**src/rtl/wide_reg_pkg.sv**
```systemverilog
package wide_reg_pkg;

  // Which byte of the 16-bit word an access targets
  typedef enum logic {
    LANE_LO = 1'b0,
    LANE_HI = 1'b1
  } laneSel_e;

  // Strobes from the control to the datapath
  typedef struct packed {
    logic rdUseSnap;  // reads in capture mode come from the snapshot
    logic takeSnap;   // copy the live value into the snapshot
    logic stageHi;    // load the write byte into the high staging lane
    logic stageLo;    // load the write byte into the low staging lane
    logic commit;     // move the assembled word into the committed value
  } regStrobe_t;

endpackage

```
**src/rtl/wide_reg_ctrl.sv**
```systemverilog
module wide_reg_ctrl
  import wide_reg_pkg::*;
(
  input  logic       clk,
  input  logic       rstN,
  input  logic       busRd,
  input  logic       busWr,
  input  logic       busSelHi,
  input  logic       captureMode,
  input  logic       ctrlWr,
  output regStrobe_t strobe
);

  logic     rdLatched, latchNext;
  laneSel_e rdLatchLane, laneNext;
  logic     stagedHi, hiNext;
  logic     stagedLo, loNext;
  logic     rdAct, wrAct, otherStaged;
  laneSel_e accLane;

  always_comb begin
    accLane     = laneSel_e'(busSelHi);
    rdAct       = busRd && captureMode && !ctrlWr;
    wrAct       = busWr && !captureMode && !ctrlWr;
    otherStaged = (accLane == LANE_HI) ? stagedLo : stagedHi;

    strobe.rdUseSnap = rdLatched;
    strobe.takeSnap  = rdAct && !rdLatched;
    strobe.stageHi   = wrAct && (accLane == LANE_HI);
    strobe.stageLo   = wrAct && (accLane == LANE_LO);
    strobe.commit    = wrAct && otherStaged;
  end

  always_comb begin
    latchNext = rdLatched;
    laneNext  = rdLatchLane;
    hiNext    = stagedHi;
    loNext    = stagedLo;
    if (ctrlWr) begin
      latchNext = 1'b0;
      laneNext  = LANE_LO;
      hiNext    = 1'b0;
      loNext    = 1'b0;
    end else begin
      if (rdAct) begin
        if (!rdLatched) begin
          latchNext = 1'b1;
          laneNext  = accLane;
        end else if (accLane != rdLatchLane) begin
          latchNext = 1'b0;
        end
      end
      if (wrAct) begin
        if (otherStaged) begin
          hiNext = 1'b0;
          loNext = 1'b0;
        end else if (accLane == LANE_HI) begin
          hiNext = 1'b1;
        end else begin
          loNext = 1'b1;
        end
      end
    end
  end

  always_ff @(posedge clk) begin
    if (!rstN) begin
      rdLatched   <= 1'b0;
      rdLatchLane <= LANE_LO;
      stagedHi    <= 1'b0;
      stagedLo    <= 1'b0;
    end else begin
      rdLatched   <= latchNext;
      rdLatchLane <= laneNext;
      stagedHi    <= hiNext;
      stagedLo    <= loNext;
    end
  end


  staged_exclusive_chk: assert property (@(posedge clk) disable iff (!rstN)
    !(stagedHi && stagedLo));


  ctrl_clear_chk: assert property (@(posedge clk) disable iff (!rstN)
    ctrlWr |=> (!rdLatched && !stagedHi && !stagedLo));


  same_lane_hold_chk: assert property (@(posedge clk) disable iff (!rstN)
    (rdLatched && busRd && captureMode && !ctrlWr && (laneSel_e'(busSelHi) == rdLatchLane))
      |=> rdLatched);

endmodule

```
**src/rtl/wide_reg_dpath.sv**
```systemverilog
module wide_reg_dpath
  import wide_reg_pkg::*;
#(
  parameter int BYTE_W = 8
) (
  input  logic                  clk,
  input  logic                  rstN,
  input  regStrobe_t            strobe,
  input  logic                  busRd,
  input  logic                  busSelHi,
  input  logic [BYTE_W-1:0]     busWrData,
  input  logic                  captureMode,
  input  logic [2*BYTE_W-1:0]   liveValue,
  output logic [BYTE_W-1:0]     busRdData,
  output logic [2*BYTE_W-1:0]   cmpValue
);

  localparam int LANES  = 2;
  localparam int WORD_W = LANES * BYTE_W;

  logic [WORD_W-1:0] snapWord;
  logic [WORD_W-1:0] cmpWord;
  logic [WORD_W-1:0] commitWord;
  logic [WORD_W-1:0] rdWord;

  // Staging lanes: one byte register per lane, bypassed by the byte being written
  for (genvar lane = 0; lane < LANES; lane++) begin : g_lane
    logic [BYTE_W-1:0] stageByte;
    logic              laneLoad;

    assign laneLoad = (lane == LANES - 1) ? strobe.stageHi : strobe.stageLo;

    always_ff @(posedge clk) begin
      if (!rstN) begin
        stageByte <= '0;
      end else if (laneLoad) begin
        stageByte <= busWrData;
      end
    end

    assign commitWord[lane*BYTE_W +: BYTE_W] = laneLoad ? busWrData : stageByte;
  end

  always_ff @(posedge clk) begin
    if (!rstN) begin
      snapWord <= '0;
      cmpWord  <= '0;
    end else begin
      if (strobe.takeSnap) snapWord <= liveValue;
      if (strobe.commit)   cmpWord  <= commitWord;
    end
  end

  always_comb begin
    if (captureMode) begin
      rdWord = strobe.rdUseSnap ? snapWord : liveValue;
    end else begin
      rdWord = cmpWord;
    end
    if (!busRd) begin
      busRdData = '0;
    end else if (busSelHi) begin
      busRdData = rdWord[WORD_W-1 -: BYTE_W];
    end else begin
      busRdData = rdWord[BYTE_W-1:0];
    end
  end

  assign cmpValue = cmpWord;


  idle_rd_zero_chk: assert property (@(posedge clk) disable iff (!rstN)
    !busRd |-> (busRdData == '0));


  cmp_hold_chk: assert property (@(posedge clk) disable iff (!rstN)
    !strobe.commit |=> $stable(cmpValue));

endmodule

```
**src/rtl/wide_reg_bridge.sv**
```systemverilog
module wide_reg_bridge
  import wide_reg_pkg::*;
#(
  parameter int BYTE_W = 8
) (
  input  logic                clk,
  input  logic                rstN,
  input  logic                busRd,
  input  logic                busWr,
  input  logic                busSelHi,
  input  logic [BYTE_W-1:0]   busWrData,
  output logic [BYTE_W-1:0]   busRdData,
  input  logic                captureMode,
  input  logic                ctrlWr,
  input  logic [2*BYTE_W-1:0] liveValue,
  output logic [2*BYTE_W-1:0] cmpValue
);

  localparam int WORD_W = 2 * BYTE_W;

  regStrobe_t strobe;

  wide_reg_ctrl u_ctrl (
    .clk         (clk),
    .rstN        (rstN),
    .busRd       (busRd),
    .busWr       (busWr),
    .busSelHi    (busSelHi),
    .captureMode (captureMode),
    .ctrlWr      (ctrlWr),
    .strobe      (strobe)
  );

  wide_reg_dpath #(.BYTE_W(BYTE_W)) u_dpath (
    .clk         (clk),
    .rstN        (rstN),
    .strobe      (strobe),
    .busRd       (busRd),
    .busSelHi    (busSelHi),
    .busWrData   (busWrData),
    .captureMode (captureMode),
    .liveValue   (liveValue),
    .busRdData   (busRdData),
    .cmpValue    (cmpValue)
  );


  capture_wr_ignored_chk: assert property (@(posedge clk) disable iff (!rstN)
    (busWr && captureMode) |=> $stable(cmpValue));


  cmp_read_chk: assert property (@(posedge clk) disable iff (!rstN)
    (busRd && !captureMode) |->
      (busRdData == (busSelHi ? cmpValue[WORD_W-1 -: BYTE_W] : cmpValue[BYTE_W-1:0])));

endmodule

```
**config.mk**
```make
export PLATFORM = sky130hd
export DESIGN_NAME = wide_reg_bridge
export DESIGN_NICKNAME = d
export VERILOG_FILES = /design/src/rtl/wide_reg_pkg.sv /design/src/rtl/wide_reg_ctrl.sv /design/src/rtl/wide_reg_dpath.sv /design/src/rtl/wide_reg_bridge.sv
export SDC_FILE = /design/constraint.sdc
export NUM_CORES = 1
export LEC_CHECK = 0
export ABC_AREA = 0
export BUFFER_PORTS_ARGS = -buffer_cell sky130_fd_sc_hd__buf_2
export CORE_MARGIN = 4
export CORE_UTILIZATION = 40
export DETAILED_ROUTE_END_ITERATION = 10
export PLACE_DENSITY_LB_ADDON = 0.08
export SLEW_MARGIN = 20
export SYNTH_ARGS = -nofsm -noshare
export SYNTH_HDL_FRONTEND = slang
export SYNTH_SLANG_ARGS = --single-unit
export TNS_END_PERCENT = 100
```
**constraint.sdc**
```tcl
create_clock -name clk -period 1.86 [get_ports clk]
set_input_delay 0.465 -clock clk [delete_from_list [all_inputs] [get_ports clk]]
set_output_delay 0.465 -clock clk [all_outputs]
set_load 0.01 [all_outputs]
```
==> reports/results.txt, run 1 <==
The run finished with clean final reports. The switching part of the total power came out at 0.253. Category of the worst setup path launch point: an input port. The most instantiated flip-flop cell in the synthesis netlist is sky130_fd_sc_hd__dfxtp_1. In this run the worst path has a maximum fanout of 8. The met3 demand-to-capacity share in global routing came out at 0.0360. The global-route layer with the greatest usage is met2.

Routability-driven placement finished with a final weighted congestion of 0.728. From left edge to right edge, the die measures 87.1 um. The area growth from synthesis to final layout came out at 23.4%. The effective utilization at floorplan is 0.418, and the share of final-layout standard cells stronger than drive strength 1 is 0.275. The root buffer cell chosen for the clock tree is sky130_fd_sc_hd__clkbuf_8. After synthesis, the mean cell area works out to 9.04 sq um. For the unique cell type count in the Yosys netlist, the log shows 26.

The tools report the met1 usage as 0.215. The final-report max-slew violation count is 0. The total leakage power came out at 1.48 nW.

IR analysis of the VDD net gives a maximum drop of 0.332 mV. The logs give 0.320 for the proportion of power drawn by the clock network and 2243 for the total number of vias. The signal on the critical path passes through buf_6 > buf_12 > mux2i_4 > o22a_1 > o21ai_1 > buf_2. The clock reaches the later pin of the worst-skew pair after 300 ps. The worst hold path belongs to the class in2reg. The run gives 0 as the number of antenna violations at the first check in global routing. During placement, the flow inserted port buffers numbering 54. The flop and latch count out of synthesis came out at 52.

After detailed routing, the number of remaining DRC violations is 0. Hold is met by 395 ps. The run gives 2 as the H-tree level count. In this run the post-CTS setup repair buffer count came out at 0.

The total grt overflow was 0. For the highest clock rate, the log shows 0.562 GHz. For this design the ratio of total power to cell area is 675 nW/um^2. The average wire length per cell after detail routing was 15.1 um; the remaining max-slew budget at the tightest pin was 0.814. After the first detailed-routing iteration, the DRC count stood at 81. After layout, the design draws a total of 0.00209 W. For the share of the yosys chip area belonging to registers, the log shows 0.416. In the layout the commonest cells are 53 x sky130_fd_sc_hd__buf_2, 51 x sky130_fd_sc_hd__dfxtp_1, 49 x sky130_fd_sc_hd__nand3_1, 40 x sky130_fd_sc_hd__o21ai_1, 37 x sky130_fd_sc_hd__mux2i_1. The antenna diode count was 0. The routed design has 6.20 mm of wire.

For the total iterations of the first detailed-routing run, the log shows 4. 55 I/O pins were placed. The portion of the clock cycle consumed by the worst path in the final layout came out at 0.956. The share of synthesized flip-flops with an asynchronous set or reset was 0; the combinational cell fraction of total power was 0.130.

Clock-pin slew was measured on the worst setup and hold paths at 90 ps. The total area inside the core boundary comes to 5990 sq um. The via-per-instance ratio came out at 5.47. The initialized floorplan defines 28 standard-cell rows. The critical path capture point type was an output port. The final layout contains 365 nets.

Die area: 7590 sq um. Once detailed placement completed, the half-perimeter wirelength came to 4.38 mm. The tools report the net count after synthesis as 308. Setup violations remaining at the end of the flow were counted as 0. The clock arrives with 8.32 ps of skew. For the pin with the worst max-slew slack, the measured transition is 278 ps.

The tool flagged a number of max-cap violations equal to 0. The final count of hold timing violations came out at 0. Setup repair after global routing left no endpoint under its margin.

Buffers inserted during clock tree synthesis total 5. The total track usage was 0.167; the deepest clock path buffer count was 2. The internal power component was 0.00156 W. In this run the remaining antenna-violating nets after routing total 0. In this run, post-CTS hold repair placed 0 buffers. The run gives 0 as the number of synthesis warnings.

TritonCTS built the clock tree. Summing every instance area after synthesis gives 2500 sq um. In this run the power spent charging and discharging nets is 0.000528 W. The largest stage delay on the critical path came out at 200 ps.

The tools report the global-route wire length before repair as 10.1 mm. STA puts the critical path data required time at 1390 ps. Final critical-path required period: 1780 ps. Entering global routing, the biggest net connects 67 pins.

The met2 global-route usage was 0.277; the via count of the first global-routing pass was 2136. The type of the setup path with the least slack was in2out. Counting every sink on the clock net gives 52. The tools report the register-to-register setup slack as 590 ps. The count of flip-flops with a built-in enable after synthesis is 0. The highest-delay cell along the critical path is sky130_fd_sc_hd__o22a_1. The portion of total power attributed to sequential cells was 0.550; the number of instances in the synthesized netlist was 277. The die is 87.1 um tall. Leaving out fill and tap cells, the most frequent cell in the layout is sky130_fd_sc_hd__buf_2. STA puts the critical path data arrival time at 1310 ps.
## kinds of logic (layout without fill, tap and decap cells)
family	count (synthesis)	in the layout	synth area share
simple gates	86	86	0.175
compound gates	70	70	0.184
flops	52	52	0.416
mux	41	41	0.166
buf+inv	27	85	0.0559
xor+xnor	1	1	0.00350
## synthesized netlist by cell type (2+ instances only)
cell type                   n  area share
sky130_fd_sc_hd__clkbuf_1  14       0.021
sky130_fd_sc_hd__buf_6      4       0.018
sky130_fd_sc_hd__a21oi_1    4      0.0080
sky130_fd_sc_hd__nand2_1   25       0.037
sky130_fd_sc_hd__nand3_1   49       0.098
sky130_fd_sc_hd__o21ai_1   40       0.080
sky130_fd_sc_hd__dfxtp_1   52        0.42
sky130_fd_sc_hd__nand2b_1   2      0.0050
sky130_fd_sc_hd__o21ai_0    2      0.0040
sky130_fd_sc_hd__mux2i_1   40        0.16
sky130_fd_sc_hd__o211a_1   16       0.064
sky130_fd_sc_hd__buf_2      7       0.014
sky130_fd_sc_hd__o22a_1     8       0.028
sky130_fd_sc_hd__nor3_1     2      0.0040
## routing by layer
metal	routed length, um	part of all wire
met5	0	0
met4	109	0.018
met3	257	0.041
met2	2840	0.46
met1	3000	0.48
## timing repair
item,4_1_cts,5_1_grt
pin swaps,0,0
gates resized for setup,2,8
cloned,0,1
endpoints found under the setup margin,1,8
## worst max-delay path, delay by kind of cell
family / cells / cell delay (ps)
buffers and inverters: 3 / 400
AOI/OAI and AO/OA: 2 / 270
muxes: 1 / 180
## final timing paths
kind,start,end,cells past startpoint
worst max register to register,u_ctrl.stagedHi$_SDFFE_PP0P_,u_dpath.cmpValue[8]$_SDFFE_PN0P_,4
worst min register to register,u_dpath.snapWord[13]$_SDFFE_PN0P_,u_dpath.snapWord[13]$_SDFFE_PN0P_,2
worst min-delay path,liveValue[0],u_dpath.snapWord[0]$_SDFFE_PN0P_,3
worst max-delay path,busSelHi,busRdData[2],6
## power by group through the flow
stage                     clock [W]  combinational, W  sequential [W]
after floorplan                   0          0.000156         0.00117
after global placement            0          0.000261         0.00117
after detailed placement          0          0.000260         0.00117
after CTS                  0.000689          0.000263         0.00115
after global routing       0.000726          0.000299         0.00115
final                      0.000668          0.000272         0.00115
## stage by stage
stage | std cells | setup WS, ps | setup TNS (ps) | utilization | instance area [sq um]
finish | 410 | 81.7 | 0 | 0.516 | 3090
global route | 410 | 32.6 | 0 | 0.516 | 3090
CTS | 409 | 5.54 | 0 | 0.508 | 3050
detailed placement | 401 | -9.47 | -9.47 | 0.491 | 2940
global placement | 401 | -9.36 | -9.36 | 0.491 | 2940
floorplan | 277 | 133 | 0 | - | 2500
## area by class of cell
cell class                      count  area, sq um
Fill cell                         592         2900
Multi-Input combinational cell    198         1350
Sequential cell                    52         1040
Timing Repair Buffer               76          513
Tap cell                           75         93.8
Clock buffer                        6         82.6
Clock inverter                      2         10.0
Inverter                            1         3.75
## state kept, by name (all words and copies together), names as in the netlist
| name | flops |
|---|---|
| u_dpath.snapWord | 16 |
| u_ctrl.rdLatched | 1 |
| u_ctrl.stagedHi | 1 |
| u_ctrl.stagedLo | 1 |
| u_dpath.g_lane.stageByte | 16 |
| u_dpath.cmpValue | 16 |
| u_ctrl.rdLatchLane | 1 |
Power figures use the tool's default switching activity.
==> run 2, diff against run 1 <==
--- a/config.mk
+++ b/config.mk
@@ -9,5 +9,5 @@
 export BUFFER_PORTS_ARGS = -buffer_cell sky130_fd_sc_hd__buf_2
-export CORE_MARGIN = 4
 export CORE_UTILIZATION = 40
 export DETAILED_ROUTE_END_ITERATION = 10
+export GPL_ROUTABILITY_DRIVEN = 0
 export PLACE_DENSITY_LB_ADDON = 0.08
==> constraint.sdc (replaced) <==
create_clock -name clk -period 1.86 [get_ports clk]
set_input_delay 0.093 -clock clk [delete_from_list [all_inputs] [get_ports clk]]
set_output_delay 0.093 -clock clk [all_outputs]
set_load 0.01 [all_outputs]
==> run 2 against run 1 <==
Clock skew fell by 4.4 ps; global-route usage is 2.1 points higher; fmax is 12% higher; utilization decreased by 3.5 points; critical path depth fell by 2; routed wire length fell by 6.8%; setup slack better by 200 ps; sequential cell count stayed put; sequential power about the same; largest cell class unchanged.
==> reports/results.txt, run 2 (synthesis results as in run 1) <==
The flow ran to the end, and the final reports show no timing, DRC or antenna violations. The net load switching power is 0.000488 W (was 0.000528 W), and the starting DRC count in detailed routing is 84 (was 81). The effective utilization at floorplan came out at 0.418 (unchanged).

The number of antenna violations at the first check in global routing came out at 0 (unchanged). The tools report the source of the worst register-to-register timing path as u_ctrl.stagedHi$_SDFFE_PP0P_ (unchanged). The run gives 0 (unchanged) as the count of final setup violators. The cell depth of the worst hold path came out at 3 (unchanged). The tools report the buffers inserted during post-CTS setup optimization as 0 (unchanged). The net total in the final layout was 354 (was 365). The run gives 0 (unchanged) as the antenna diode count.

The via-per-instance ratio came out at 5.48 (was 5.47). Number of port buffers: 54 (unchanged). The library cell used as clock root buffer is sky130_fd_sc_hd__clkbuf_8 (unchanged). For the total power, the log shows 0.00197 W (was 0.00209 W). The run gives 55 (unchanged) as the top-level port count. The clock latency on the worst-skew pair was 300 ps (about the same); the global-route wire length before repair was 9.42 mm (was 10.1 mm). The highest-delay cell along the critical path is sky130_fd_sc_hd__dfxtp_1 (was sky130_fd_sc_hd__o22a_1). The most common cell after layout, fill and taps aside was sky130_fd_sc_hd__buf_2 (unchanged). The sum of negative setup slack was 0 ps (unchanged); the die area was 6580 sq um (was 7590 sq um). The count of hold-fix buffers inserted at cts is 0 (unchanged), and the overall die width is 81.1 um (was 87.1 um). The terminus of the critical flop-to-flop path is u_dpath.cmpValue[14]$_SDFFE_PN0P_ (was u_dpath.cmpValue[8]$_SDFFE_PN0P_). The average wire length per cell after detail routing was 14.6 um (was 15.1 um). Startpoint of the worst hold path: liveValue[2] (was liveValue[0]). The detailed-placement wirelength estimate is 4.11 mm (was 4.38 mm), and the remaining number of nets flagged by the antenna check after routing is 0 (unchanged). The run gives 1987 (was 2136) as the via count of the first global-routing pass.

The tools report the count of standard-cell rows as 28 (unchanged). Portion of the clock cycle consumed by the worst path in the final layout: 0.850 (was 0.956). The peak supply drop came out at 0.395 mV (was 0.332 mV). The logs give 4 (unchanged) for the total iterations of the first detailed-routing run and 0.577 (was 0.814) for the remaining max-slew budget at the tightest pin. The final critical-path required period came out at 1580 ps (was 1780 ps). The tools report the total number of vias as 2170 (was 2243). The number of cell instances on the worst register-to-register path was 3 (was 4); the die outline height was 81.1 um (was 87.1 um).

Final count of hold timing violations: 0 (unchanged). The path category of the worst min-delay check is in2reg (unchanged). For the clock skew, the log shows 3.90 ps (was 8.32 ps).

The number of buffers created by CTS is 5 (unchanged), and the total grt overflow is 0 (unchanged). Setup repair after global routing left no endpoint under its margin. The DRC violations left came out at 0 (unchanged). The number of maximum-capacitance constraint violations was 0 (unchanged); the final-report max-slew violation count was 0 (unchanged). The run gives 5.78 mm (was 6.20 mm) as the total wirelength of the detailed-routed design. For the pin count of the biggest net entering global routing, the log shows 34 (was 67). The number of non-filler instances in the completed layout is 396 (was 410), and the share of final-layout standard cells stronger than drive strength 1 is 0.227 (was 0.275). Commonest non-fill, non-tap cells in the layout: 54 x sky130_fd_sc_hd__buf_2, 52 x sky130_fd_sc_hd__dfxtp_1, 49 x sky130_fd_sc_hd__nand3_1, 40 x sky130_fd_sc_hd__mux2i_1, 40 x sky130_fd_sc_hd__o21ai_1 (was 53 x sky130_fd_sc_hd__buf_2, 51 x sky130_fd_sc_hd__dfxtp_1, 49 x sky130_fd_sc_hd__nand3_1, 40 x sky130_fd_sc_hd__o21ai_1, 37 x sky130_fd_sc_hd__mux2i_1). The placed instance count was 391 (was 401); the actual slew at the worst max-slew pin was 634 ps (was 278 ps).

The number of instances resized during post-cts repair came out at 0 (was 2). The run gives 0.00148 W (was 0.00156 W) as the internal power component. The category of the worst setup path launch point is a register (was an input port). The tools report the total track usage as 0.187 (was 0.167).

The tools report the deepest clock path buffer count as 2 (unchanged). The biggest fanout along the worst timing path is 9 (was 8). The type of the setup path with the least slack was reg2out (was in2out). The core area is 5990 sq um (unchanged), and the clock edge transition at the registers on the reported setup and hold paths is 90 ps (about the same). The total leakage power came out at 1.39 nW (was 1.48 nW). The area growth from synthesis to final layout is 15.1% (was 23.4%). The tools report the proportion of power drawn by the clock network as 0.295 (was 0.320). The worst-case hold path end point is u_dpath.snapWord[2]$_SDFFE_PN0P_ (was u_dpath.snapWord[0]$_SDFFE_PN0P_).

The H-tree level count was 2 (unchanged). The data arrival time at the worst-slack endpoint was 1490 ps (was 1310 ps). The highest clock rate came out at 0.633 GHz (was 0.562 GHz). The CTS sink count was 52 (unchanged); the largest stage delay on the critical path was 360 ps (was 200 ps). The logs give 0.122 (was 0.130) for the combinational cell fraction of total power and 1770 ps (was 1390 ps) for the data required time of the worst path.

The areal power density over the cells is 682 nW/um^2 (was 675 nW/um^2). For the register-to-register setup slack, the log shows 380 ps (was 590 ps). The portion of total power attributed to sequential cells came out at 0.583 (was 0.550).

TritonCTS built the clock tree. The switching part of the total power was 0.248 (was 0.253). The critical path capture point type is an output port (unchanged). Series of cell instances along the critical path: nand3_1 > o22a_1 > o21ai_1 > buf_2 (was buf_6 > buf_12 > mux2i_4 > o22a_1 > o21ai_1 > buf_2).
-- run 2: cell count changes in the layout (fill, tap and decap cells not counted), moves of 2 or more --
cell / delta
sky130_fd_sc_hd__buf_6: -2
sky130_fd_sc_hd__clkinv_2: -2
sky130_fd_sc_hd__buf_4: -5
sky130_fd_sc_hd__buf_12: -4
sky130_fd_sc_hd__mux2i_1: +3
sky130_fd_sc_hd__mux2i_2: -2
-- run 2: area by class of cell --
cell class                      instances  area, sq um
Fill cell                             609         3110
Multi-Input combinational cell        198         1320
Sequential cell                        52         1040
Timing Repair Buffer                   65          353
Tap cell                               75         93.8
Clock buffer                            5         68.8
Inverter                                1         3.75
-- run 2: stage by stage --
| step | cell area (sq um) | hold WS, ps | setup slack, ps | utilization |
|---|---|---|---|---|
| after floorplan | 2500 | 230 | 551 | - |
| after global placement | 2820 | 335 | 365 | 0.470 |
| after detailed placement | 2820 | 336 | 366 | 0.470 |
| after CTS | 2880 | 20.0 | 267 | 0.481 |
| after global routing | 2880 | 30.6 | 123 | 0.481 |
| final | 2880 | 26.5 | 279 | 0.481 |
-- run 2: per-layer routing --
metal / up-vias / GRT usage / routed length [um]
met3: 8 / 0.0337 / 194
met2: 40 / 0.303 / 2650
met5: - / 0 / 0
li1: 1103 / - / -
met1: 1019 / 0.254 / 2870
met4: 0 / 0.0536 / 63
-- run 2: worst max path at each step --
| stage | from | endpoint | slack (ps) | cells after the start |
|---|---|---|---|---|
| floorplan | u_ctrl.stagedHi$_SDFFE_PP0P_ | u_dpath.cmpValue[10]$_SDFFE_PN0P_ | 550 | 5 |
| global placement | captureMode | u_dpath.g_lane[0].stageByte[7]$_SDFF_PN0_ | 370 | 4 |
| detailed placement | captureMode | u_dpath.g_lane[0].stageByte[5]$_SDFF_PN0_ | 370 | 4 |
| CTS | u_ctrl.rdLatched$_SDFFE_PP0P_ | busRdData[1] | 270 | 4 |
| global route | u_ctrl.rdLatched$_SDFFE_PP0P_ | busRdData[7] | 120 | 4 |
| finish | u_ctrl.rdLatched$_SDFFE_PP0P_ | busRdData[7] | 280 | 4 |
-- run 2: worst max-delay path, delay by kind of cell, from the launching register on --
family	cells	cell delay (ps)
compound gates	2	360
simple gates	1	320
buf+inv	1	150
flops	1	360
-- run 2: power groups by stage --
stage	Combinational [W]	Clock (W)	Sequential, W
floorplan	0.000156	0	0.00117
global placement	0.000242	0	0.00117
detailed placement	0.000243	0	0.00117
CTS	0.000244	0.000606	0.00115
global route	0.000268	0.000637	0.00115
finish	0.000241	0.000580	0.00115
